File: src/rtl/acc_ext_pkg.sv
package acc_ext_pkg;
  // Register numbers that set the block's behaviour
  localparam int ACH_BASE = 16; // high words 0x10, 0x11
  localparam int SR_NUM   = 19; // status register 0x13
  localparam int AXL_BASE = 24; // AXL0, AXL1, AXH0, AXH1 at 0x18..0x1B
  localparam int ACL_BASE = 28; // low words 0x1C, 0x1D
  localparam int ACM_BASE = 30; // middle words 0x1E, 0x1F

  typedef enum logic [1:0] {
    WK_PLAIN = 2'd0,
    WK_LOAD  = 2'd1,
    WK_SHORT = 2'd2,
    WK_ALT   = 2'd3
  } wr_kind_e;
endpackage

File: src/rtl/acc_wr_decode.sv
module acc_wr_decode
  import acc_ext_pkg::*;
#(
  parameter int DATA_W  = 16,
  parameter int REG_W   = 5,
  parameter int IMM_W   = 8,
  parameter int SEL_LSB = 8,
  parameter int SEL_W   = 3
) (
  input  logic [1:0]        kind,
  input  logic [REG_W-1:0]  reg_in,
  input  logic [DATA_W-1:0] data_in,
  output logic [REG_W-1:0]  tgt_reg,
  output logic [DATA_W-1:0] tgt_data,
  output logic              tgt_load
);
  localparam int EXT_W = DATA_W - IMM_W;

  logic [DATA_W-1:0] short_val;
  logic [REG_W-1:0]  short_reg;

  assign short_val = {{EXT_W{data_in[IMM_W-1]}}, data_in[IMM_W-1:0]};
  assign short_reg = REG_W'(AXL_BASE) + REG_W'(data_in[SEL_LSB +: SEL_W]);

  always_comb begin
    tgt_reg  = reg_in;
    tgt_data = data_in;
    tgt_load = 1'b0;
    unique case (wr_kind_e'(kind))
      WK_LOAD:  tgt_load = 1'b1;
      WK_SHORT: begin
        tgt_reg  = short_reg;
        tgt_data = short_val;
        tgt_load = 1'b1;
      end
      default:  tgt_load = 1'b0;
    endcase
  end
endmodule

File: src/rtl/acc_mode_reg.sv
module acc_mode_reg #(
  parameter int              DATA_W    = 16,
  parameter int              MODE_BIT  = 14,
  parameter logic [DATA_W-1:0] RESET_VAL = 16'h4000
) (
  input  logic              clk,
  input  logic              rst_n,
  input  logic              wr_en,
  input  logic [DATA_W-1:0] wr_data,
  input  logic              set40,
  input  logic              set16,
  output logic [DATA_W-1:0] sr_q,
  output logic              mode40
);
  logic [DATA_W-1:0] sr_n;

  always_comb begin
    sr_n = sr_q;
    if (wr_en) sr_n = wr_data;
    if (set40)      sr_n[MODE_BIT] = 1'b1;
    else if (set16) sr_n[MODE_BIT] = 1'b0;
  end

  always_ff @(posedge clk or negedge rst_n) begin
    if (!rst_n) sr_q <= RESET_VAL;
    else        sr_q <= sr_n;
  end

  assign mode40 = sr_q[MODE_BIT];
endmodule

File: src/rtl/acc_word_bank.sv
module acc_word_bank
  import acc_ext_pkg::*;
#(
  parameter int DATA_W = 16,
  parameter int REG_W  = 5,
  parameter int IDX    = 0
) (
  input  logic              clk,
  input  logic              rst_n,
  input  logic              wr_en,
  input  logic [REG_W-1:0]  tgt_reg,
  input  logic [DATA_W-1:0] tgt_data,
  input  logic              ext_ok,
  output logic [DATA_W-1:0] h_q,
  output logic [DATA_W-1:0] m_q,
  output logic [DATA_W-1:0] l_q
);
  localparam logic [REG_W-1:0] NUM_H = REG_W'(ACH_BASE + IDX);
  localparam logic [REG_W-1:0] NUM_M = REG_W'(ACM_BASE + IDX);
  localparam logic [REG_W-1:0] NUM_L = REG_W'(ACL_BASE + IDX);

  logic hit_h, hit_m, hit_l, ext;

  assign hit_h = wr_en && (tgt_reg == NUM_H);
  assign hit_m = wr_en && (tgt_reg == NUM_M);
  assign hit_l = wr_en && (tgt_reg == NUM_L);
  assign ext   = hit_m && ext_ok;

  always_ff @(posedge clk or negedge rst_n) begin
    if (!rst_n) begin
      h_q <= '0;
      m_q <= '0;
      l_q <= '0;
    end else begin
      if (hit_h) h_q <= tgt_data;
      if (hit_m) m_q <= tgt_data;
      if (hit_l) l_q <= tgt_data;
      if (ext) begin
        h_q <= {DATA_W{tgt_data[DATA_W-1]}};
        l_q <= '0;
      end
    end
  end
endmodule

File: src/rtl/acc_load_ext.sv
module acc_load_ext
  import acc_ext_pkg::*;
#(
  parameter int DATA_W   = 16,
  parameter int REG_W    = 5,
  parameter int ACC_HI_W = 8,
  parameter int NUM_ACC  = 2,
  parameter int NUM_AX   = 4,
  parameter int MODE_BIT = 14
) (
  input  logic                                clk,
  input  logic                                rst_n,
  input  logic                                wr_valid,
  output logic                                wr_ready,
  input  logic [1:0]                          wr_kind,
  input  logic [REG_W-1:0]                    wr_reg,
  input  logic [DATA_W-1:0]                   wr_data,
  input  logic                                set40,
  input  logic                                set16,
  input  logic [REG_W-1:0]                    rd_reg,
  output logic [DATA_W-1:0]                   rd_data,
  input  logic [$clog2(NUM_ACC)-1:0]          rd_acc_sel,
  output logic [2*DATA_W+ACC_HI_W-1:0]        rd_acc
);
  localparam logic [REG_W-1:0]  NUM_SR   = REG_W'(SR_NUM);
  localparam logic [DATA_W-1:0] SR_RESET = DATA_W'(1) << MODE_BIT;

  logic [REG_W-1:0]  tgt_reg;
  logic [DATA_W-1:0] tgt_data;
  logic              tgt_load;
  logic              wr_en;
  logic [DATA_W-1:0] sr_q;
  logic              mode40;
  logic              ext_ok;

  logic [NUM_ACC-1:0][DATA_W-1:0] bank_h, bank_m, bank_l;
  logic [NUM_AX-1:0][DATA_W-1:0]  ax_q;

  assign wr_ready = 1'b1;
  assign wr_en    = wr_valid && wr_ready;

  acc_wr_decode #(.DATA_W(DATA_W), .REG_W(REG_W)) u_dec (
    .kind     (wr_kind),
    .reg_in   (wr_reg),
    .data_in  (wr_data),
    .tgt_reg  (tgt_reg),
    .tgt_data (tgt_data),
    .tgt_load (tgt_load)
  );

  acc_mode_reg #(.DATA_W(DATA_W), .MODE_BIT(MODE_BIT), .RESET_VAL(SR_RESET)) u_mode (
    .clk     (clk),
    .rst_n   (rst_n),
    .wr_en   (wr_en && (tgt_reg == NUM_SR)),
    .wr_data (tgt_data),
    .set40   (set40),
    .set16   (set16),
    .sr_q    (sr_q),
    .mode40  (mode40)
  );

  assign ext_ok = mode40 && tgt_load;

  for (genvar a = 0; a < NUM_ACC; a++) begin : g_acc
    acc_word_bank #(.DATA_W(DATA_W), .REG_W(REG_W), .IDX(a)) u_bank (
      .clk      (clk),
      .rst_n    (rst_n),
      .wr_en    (wr_en),
      .tgt_reg  (tgt_reg),
      .tgt_data (tgt_data),
      .ext_ok   (ext_ok),
      .h_q      (bank_h[a]),
      .m_q      (bank_m[a]),
      .l_q      (bank_l[a])
    );
  end

  for (genvar x = 0; x < NUM_AX; x++) begin : g_ax
    localparam logic [REG_W-1:0] NUM_X = REG_W'(AXL_BASE + x);
    always_ff @(posedge clk or negedge rst_n) begin
      if (!rst_n)                          ax_q[x] <= '0;
      else if (wr_en && tgt_reg == NUM_X)  ax_q[x] <= tgt_data;
    end
  end

  always_comb begin
    rd_data = '0;
    if (rd_reg == NUM_SR) rd_data = sr_q;
    for (int k = 0; k < NUM_ACC; k++) begin
      if (rd_reg == REG_W'(ACH_BASE + k)) rd_data = bank_h[k];
      if (rd_reg == REG_W'(ACM_BASE + k)) rd_data = bank_m[k];
      if (rd_reg == REG_W'(ACL_BASE + k)) rd_data = bank_l[k];
    end
    for (int k = 0; k < NUM_AX; k++) begin
      if (rd_reg == REG_W'(AXL_BASE + k)) rd_data = ax_q[k];
    end
  end

  assign rd_acc = {bank_h[rd_acc_sel][ACC_HI_W-1:0], bank_m[rd_acc_sel], bank_l[rd_acc_sel]};
endmodule

File: config.mk
export PLATFORM = sky130hd
export DESIGN_NAME = acc_load_ext
export DESIGN_NICKNAME = d
export VERILOG_FILES = /design/src/rtl/acc_ext_pkg.sv /design/src/rtl/acc_wr_decode.sv /design/src/rtl/acc_mode_reg.sv /design/src/rtl/acc_word_bank.sv /design/src/rtl/acc_load_ext.sv
export SDC_FILE = /design/constraint.sdc
export NUM_CORES = 1
export LEC_CHECK = 0
export ABC_AREA = 1
export BUFFER_PORTS_ARGS = -buffer_cell sky130_fd_sc_hd__buf_2
export CAP_MARGIN = 0
export CORE_MARGIN = 2
export CORE_UTILIZATION = 50
export DETAILED_ROUTE_END_ITERATION = 7
export PLACE_DENSITY_LB_ADDON = 0.25
export SLEW_MARGIN = 20
export SYNTH_ARGS = -nofsm -noshare
export SYNTH_HDL_FRONTEND = slang
export SYNTH_SLANG_ARGS = --single-unit
File: constraint.sdc
create_clock -name clk -period 5.31 [get_ports clk]
set_clock_uncertainty 0.2 [all_clocks]
set_input_delay 0.531 -clock clk [delete_from_list [all_inputs] [get_ports clk]]
set_output_delay 0.531 -clock clk [all_outputs]
set_load 0.05 [all_outputs]
==> flow_summary.yaml, run 1 <==
status:
  status: "completed"
setup_path:
  crit_buf_inv: 2
  worstReg2RegStart: "u_mode.sr_q[14]$_DFFE_PN1P_"
  worst-path-max-fanout: 21
  critical-path-top-delay-family: "simple AND/OR/NAND/NOR gates"
  max_stage_delay_ps: 780
  rrSetupSlack_ps: 2250
  cp-end-kind: "output port"
  reg2reg_to: "g_acc[1].u_bank.h_q[8]$_DFFE_PN0P_"
  cp-start-kind: "input port"
  slowest_stage: "nor2_1"
  path_cells: "buf_2 > nand2_1 > nor2_1 > nand2_1 > nor2_1 > nor2_1 > nand4_1 > nand2_1 > nand4_1 > buf_2"
  cp.required_ps: 4580
  worst_r2r_path_depth: 7
  criticalPathCategory: "input port to output port"
  crit_arrival_ps: 3150
hold_path:
  hold_class: "input port to flip-flop"
  holdPathStages: 2
  min_to: "u_mode.sr_q[14]$_DFFE_PN1P_"
  hold_path_startpoint: "set16"
drt:
  routedWlPerCell_um: 18.2
  dr.pass1.iters: 5
  via_per_inst: 5.62
  drt_iter0_markers: 691
  route.detailed.drc: 0
  wl_mm: 25.8
  ant_nets: 0
  dr_total_vias: 7962
grt:
  track_usage_pct: 29.4
  grt_pass1_wl_mm: 41.0
  grt_antenna_before_repair: 0
  grt_max_degree: 86
  grt_pass1_vias: 7566
  overflow: 0
clock_network:
  cts-root-buf: "clkbuf_16"
  cts_tree: "built"
  clkTransAtPathRegs_ps: 70
  cts_buffers: 17
  post_cts_resized: 0
  cts_max_path_buffers: 2
  clock_latency_ps: 440
  clock-sinks: 176
  cts_max_level: 4
  cts_setup_buffers: 0
yosys:
  syn_nets: 1156
  ys.flop_type: "dfrtp_1"
  yosys.area_share.simple_pct: 27.3
  synth_top_family_by_area: "simple AND/OR/NAND/NOR gates"
  ys_warn_count: 0
  async_flop_share_pct: 100
  synth_mux_area_share_pct: 0.655
  yosysMostFrequentCell: "nand2_1"
  ys_seq_elements: 176
  ys_seq_area_share_pct: 51.3
  synthAdderAreaFrac_pct: 0.146
  synth-edff-count: 0
  synthTopCellsByArea: "dfrtp_1 51%, nand2_1 14%, o21ai_0 10%, nand3_1 4.0%, inv_1 3.8%"
  synth_cell_types: 29
  synth_compound_area_share_pct: 13.7
  syn_area_um2: 8590
  synth_top_area_share_pct: 51.0
  synth_area_per_cell_um2: 7.66
  synthCells: 1121
  synth_top_area_cell: "dfrtp_1"
  synth_xor_area_share_pct: 0
  ys_top_cells_by_count: "331 x nand2_1, 178 x o21ai_0, 175 x dfrtp_1"
floorplan:
  initial_core_util_pct: 51.4
  dieWidth_um: 135
  die-area_um2: 18200
  core-area_um2: 16700
  placementRows: 47
  io-pin-count: 91
  die_h_um: 135
sta:
  period_share_pct: 73.1
  setup_viol: 0
  rsz0062_at_grt: "no"
  worst_pin_slew_ps: 1160
  drv_slew: 0
  tns_ps: 0
  hold_violations: 0
  relSlewSlack_pct: 22.4
  layout_min_cycle_time_ps: 3880
  max_freq_mhz: 258
place:
  gp_congestion: 0.936
  hpwl_mm: 17.7
  port_buffers: 89
job:
  cap_violations: 0
layout:
  fill_cells: 1600
  area_delta_synth_final_pct: 14.2
  antennaDiodeCount: 0
  drive_gt1_share_pct: 14.0
  nets: 1219
  final_util_pct: 58.7
power:
  power_density_nw_per_um2: 461
  power_leakage_uw: 0.00480
  ir_drop_mv: 0.426
==> where the power goes <==
| part | switching [uW] | internal [uW] |
|---|---|---|
| Sequential | 292 | 1750 |
| Combinational | 838 | 334 |
| Clock | 552 | 753 |
| Total | 1680 | 2840 |
==> metal layers <==
| metal | track usage [%] | up-vias | routed length (um) |
|---|---|---|---|
| li1 | - | 3782 | - |
| met1 | 39.2 | 3815 | 10800 |
| met2 | 48.0 | 308 | 12500 |
| met3 | 5.37 | 57 | 1680 |
| met4 | 11.5 | 0 | 896 |
| met5 | 0 | - | 0 |
==> final cells by class <==
class	count	area, um2	share of cell area [%]
inverters	92	345	3.52
clock buffers	19	443	4.52
repair buffers	105	574	5.86
flip-flops and latches	176	4410	44.9
multi-input cells	792	3610	36.8
clock inverters	13	159	1.62
well taps	220	275	2.81
==> per-stage QoR <==
step | setup slack, ps | cell area, um2 | total power [uW] | cells | hold slack (ps)
after floorplan | 2440 | 8590 | 2850 | 1121 | 35.4
after global placement | 1620 | 9190 | 3190 | 1384 | 259
after detailed placement | 1520 | 9190 | 3220 | 1384 | 266
after CTS | 1490 | 9800 | 4520 | 1417 | 26.8
after global routing | 1210 | 9810 | 4750 | 1417 | 33.5
final | 1430 | 9810 | 4520 | 1417 | 44.9
==> cells by family after synthesis <==
group                    after synthesis
AND/OR/NAND/NOR                      553
AO/OA/AOI/OAI                        232
flip-flops                           176
buffers and inverters                153
multiplexers                           5
adder cells (fa/ha/maj)                1
other                                  1
==> how the worst max path moves through the flow <==
stage | from | endpoint | slack, ps | cells past startpoint
finish | rd_reg[4] | rd_data[5] | 1430 | 10
detailed placement | rd_reg[4] | rd_data[0] | 1520 | 12
floorplan | rd_reg[1] | rd_data[14] | 2440 | 8
CTS | rd_reg[4] | rd_data[0] | 1490 | 12
global placement | rd_reg[4] | rd_data[0] | 1620 | 12
global route | rd_reg[4] | rd_data[10] | 1210 | 12
==> state kept, by name, indices dropped and copies added (netlist names) <==
register          cells
g_acc.u_bank.m_q     32
u_mode.sr_q          16
g_acc.u_bank.h_q     32
ax_q                 64
g_acc.u_bank.l_q     32
==> cell usage in the layout (no fill, tap or decap), types with 3 or more instances in the layout <==
cell        Yosys  routed
buf_4           2      15
inv_2           3       3
clkinvlp_4      0       3
clkbuf_16       0      17
nand3_1        68      67
bufinv_16       0       3
nand2_1       331     329
clkinv_2        0       4
or2_2          10      10
mux2_2          5       5
a21oi_1        50      50
nand4_1        48      48
nand2_2         3       5
inv_1          88      88
o21ai_0       178     178
buf_2           5      88
dfrtp_1       175     175
nor2_1         85      85
==> repair_timing <==
action | CTS | global route
setup endpoints to repair | 0 | 0
hold endpoints to repair | 82 | 0
hold buffers | 1 | 0
Note: power is estimated with default switching activity, not from simulation.
==> run 2, diff against run 1 <==
Settings changed: ABC_AREA 1 to 0.
Clock period 5.31 ns to 3.8 ns, I/O delays scaled along.
==> flow_summary.yaml, run 2 <==
sta:
  layout_min_cycle_time_ps: 3140
  worst_pin_slew_ps: 1070
  setup_viol: 0
  rsz0062_at_grt: "no"
  max_freq_mhz: 318
  fin_hold_ws_ps: 98.8
  hold_violations: 0
  tns_ps: 0
  drv_slew: 0
  relSlewSlack_pct: 28.8
  period_share_pct: 82.7
clock_network:
  cts-root-buf: "clkbuf_16"
  clock_latency_ps: 430
  clkTransAtPathRegs_ps: 60
  cts_max_path_buffers: 2
  cts_buffers: 17
  clock-sinks: 176
  cts_max_level: 4
  cts_tree: "built"
  post_cts_resized: 0
floorplan:
  die_h_um: 141
  die-area_um2: 19800
  core-area_um2: 18100
  initial_core_util_pct: 51.4
  placementRows: 49
  dieWidth_um: 141
  io-pin-count: 91
place:
  placed_cells: 1180
  dpl_cell_area_um2: 9900
  hpwl_mm: 19.0
  gp_congestion: 0.981
  port_buffers: 89
yosys:
  ys_top_cells_by_count: "175 x dfrtp_1, 99 x mux2_2, 90 x nor2_1"
  ys.flop_type: "dfrtp_1"
  syn_area_um2: 9330
  ys_seq_area_share_pct: 47.2
  synthCells: 912
  ys_seq_elements: 176
  async_flop_share_pct: 100
  synth_cell_types: 74
  synth_top_area_cell: "dfrtp_1"
  synthTopCellsByArea: "dfrtp_1 47%, mux2_2 12%, a21oi_1 3.8%, nor2_1 3.6%, nand2_1 3.4%"
  yosysMostFrequentCell: "dfrtp_1"
  syn_nets: 947
  synth_area_per_cell_um2: 10.2
  synth_top_area_share_pct: 46.9
  synth-edff-count: 0
  ys_warn_count: 0
setup_path:
  cp-end-kind: "output port"
  worst-path-max-fanout: 30
  rrSetupSlack_ps: 1490
  cp.required_ps: 3220
  critPathCapture: "rd_data[11]"
  cpMostUsedCell: "buf_2"
  path_cells: "buf_2 > or3b_4 > nor2_1 > buf_4 > a221o_1 > a222oi_1 > o21ai_1 > buf_2"
  reg2reg_to: "g_acc[1].u_bank.h_q[9]$_DFFE_PN0P_"
  slowest_stage: "a222oi_1"
  worst_r2r_path_depth: 5
  criticalPathCategory: "input port to output port"
  crit_start: "rd_reg[1]"
  max_stage_delay_ps: 460
  worstReg2RegStart: "u_mode.sr_q[14]$_DFFE_PN1P_"
  crit_arrival_ps: 2560
  cp-start-kind: "input port"
power:
  power_density_nw_per_um2: 627
  ir_drop_mv: 0.349
  power_leakage_uw: 0.00464
drt:
  topRoutingLayerUsed: "met4"
  via_per_inst: 6.29
  dr_total_vias: 7645
  ant_nets: 0
  routedWlPerCell_um: 22.1
  wl_mm: 26.9
  dr.pass1.iters: 5
  wl_met1_mm: 11.7
  drt_iter0_markers: 811
  routed-wl-met3_mm: 2.13
  route.detailed.drc: 0
  route.met2.wl_mm: 12.3
grt:
  grt_antenna_before_repair: 0
  grt_pass1_wl_mm: 42.3
  track_usage_pct: 27.7
  overflow: 0
  grt_pass1_vias: 7350
  grt_max_degree: 109
status:
  status: "completed"
layout:
  antennaDiodeCount: 0
  nets: 1008
  fill_cells: 1560
  drive_gt1_share_pct: 30.3
  final_area_um2: 10600
  area_delta_synth_final_pct: 13.2
  regMostFlops: "ax_q"
  mostFrequentLayoutCells: "175 x dfrtp_1, 99 x mux2_2, 90 x nor2_1"
  finalNonFillerCells: 1215
  largest_reg_flops: 64
  final_util_pct: 58.2
  final_common_cell: "dfrtp_1"
hold_path:
  hold_class: "input port to flip-flop"
job:
  cap_violations: 0
## run 2: cell count changes after synthesis, sizes merged, moves of 18 or more
cell	change
nand3	-46
a211oi	+22
clkbuf	-19
inv	-86
o21ai	-127
mux2i	+18
mux2	+94
buf	+43
nand2	-248
nand4	-47
a21oi	+24
## run 2: what timing repair did
action | in CTS | in global routing
hold endpoints to repair | 105 | 0
buffers inserted | 0 | 0
hold buffers | 3 | 0
## run 2: metrics by stage
step | power [uW] | worst slack, ps
2_1_floorplan | 4190 | 551
3_3_place_gp | 4700 | 711
3_5_place_dp | 4740 | 737
4_1_cts | 6620 | 737
5_1_grt | 6900 | 548
6_report | 6630 | 659
## run 2: area by class of cell
cell class | instances | area (um2) | share of cell area (%)
tap | 229 | 287 | 2.71
inverter | 5 | 21.3 | 0.201
timing repair buffer | 127 | 769 | 7.29
clock buffer | 23 | 478 | 4.53
multi-input combinational | 646 | 4450 | 42.1
clock inverter | 9 | 155 | 1.47
sequential | 176 | 4410 | 41.7
## run 2: cells by family (layout without fill, tap and decap cells)
group | count (synthesis) | count (layout) | share of synthesized area, %
mux | 117 | 117 | 13.9
other cells | 1 | 1 | 0.0402
buf+inv | 90 | 164 | 5.14
fa+ha+maj | 1 | 1 | 0.134
flops | 176 | 176 | 47.2
simple gates | 257 | 257 | 12.9
compound gates | 270 | 270 | 20.7
## run 2: how the worst min path moves through the flow
stage                               from                            endpoint  slack, ps  cells past startpoint
global route                  wr_data[6]  g_acc[1].u_bank.h_q[6]$_DFFE_PN0P_        100                      3
CTS                           wr_data[6]  g_acc[1].u_bank.h_q[6]$_DFFE_PN0P_         90                      3
floorplan                          rst_n                 ax_q[0]$_DFFE_PN0P_       -120                      0
global placement    ax_q[56]$_DFFE_PN0P_                ax_q[56]$_DFFE_PN0P_        260                      2
finish                        wr_data[6]  g_acc[1].u_bank.h_q[6]$_DFFE_PN0P_        100                      3
detailed placement  ax_q[14]$_DFFE_PN0P_                ax_q[14]$_DFFE_PN0P_        260                      2
## run 2: power breakdown
group          leakage (uW)  internal (uW)  switching (uW)
combinational       0.00216            686            1180
clock              0.000307           1150             730
sequential          0.00217           2420             454
total               0.00464           4260            2360
## run 2: worst max-delay path: cells and delay by family
kind / cells / cell delay [ps]
simple gates: 2 / 340
compound gates: 3 / 980
buf+inv: 3 / 850
## run 2: layer usage
| layer | track usage (%) | vias up |
|---|---|---|
| li1 | - | 3450 |
| met1 | 39.0 | 3752 |
| met2 | 42.6 | 388 |
| met3 | 6.32 | 55 |
| met4 | 9.53 | 0 |
| met5 | 0 | - |
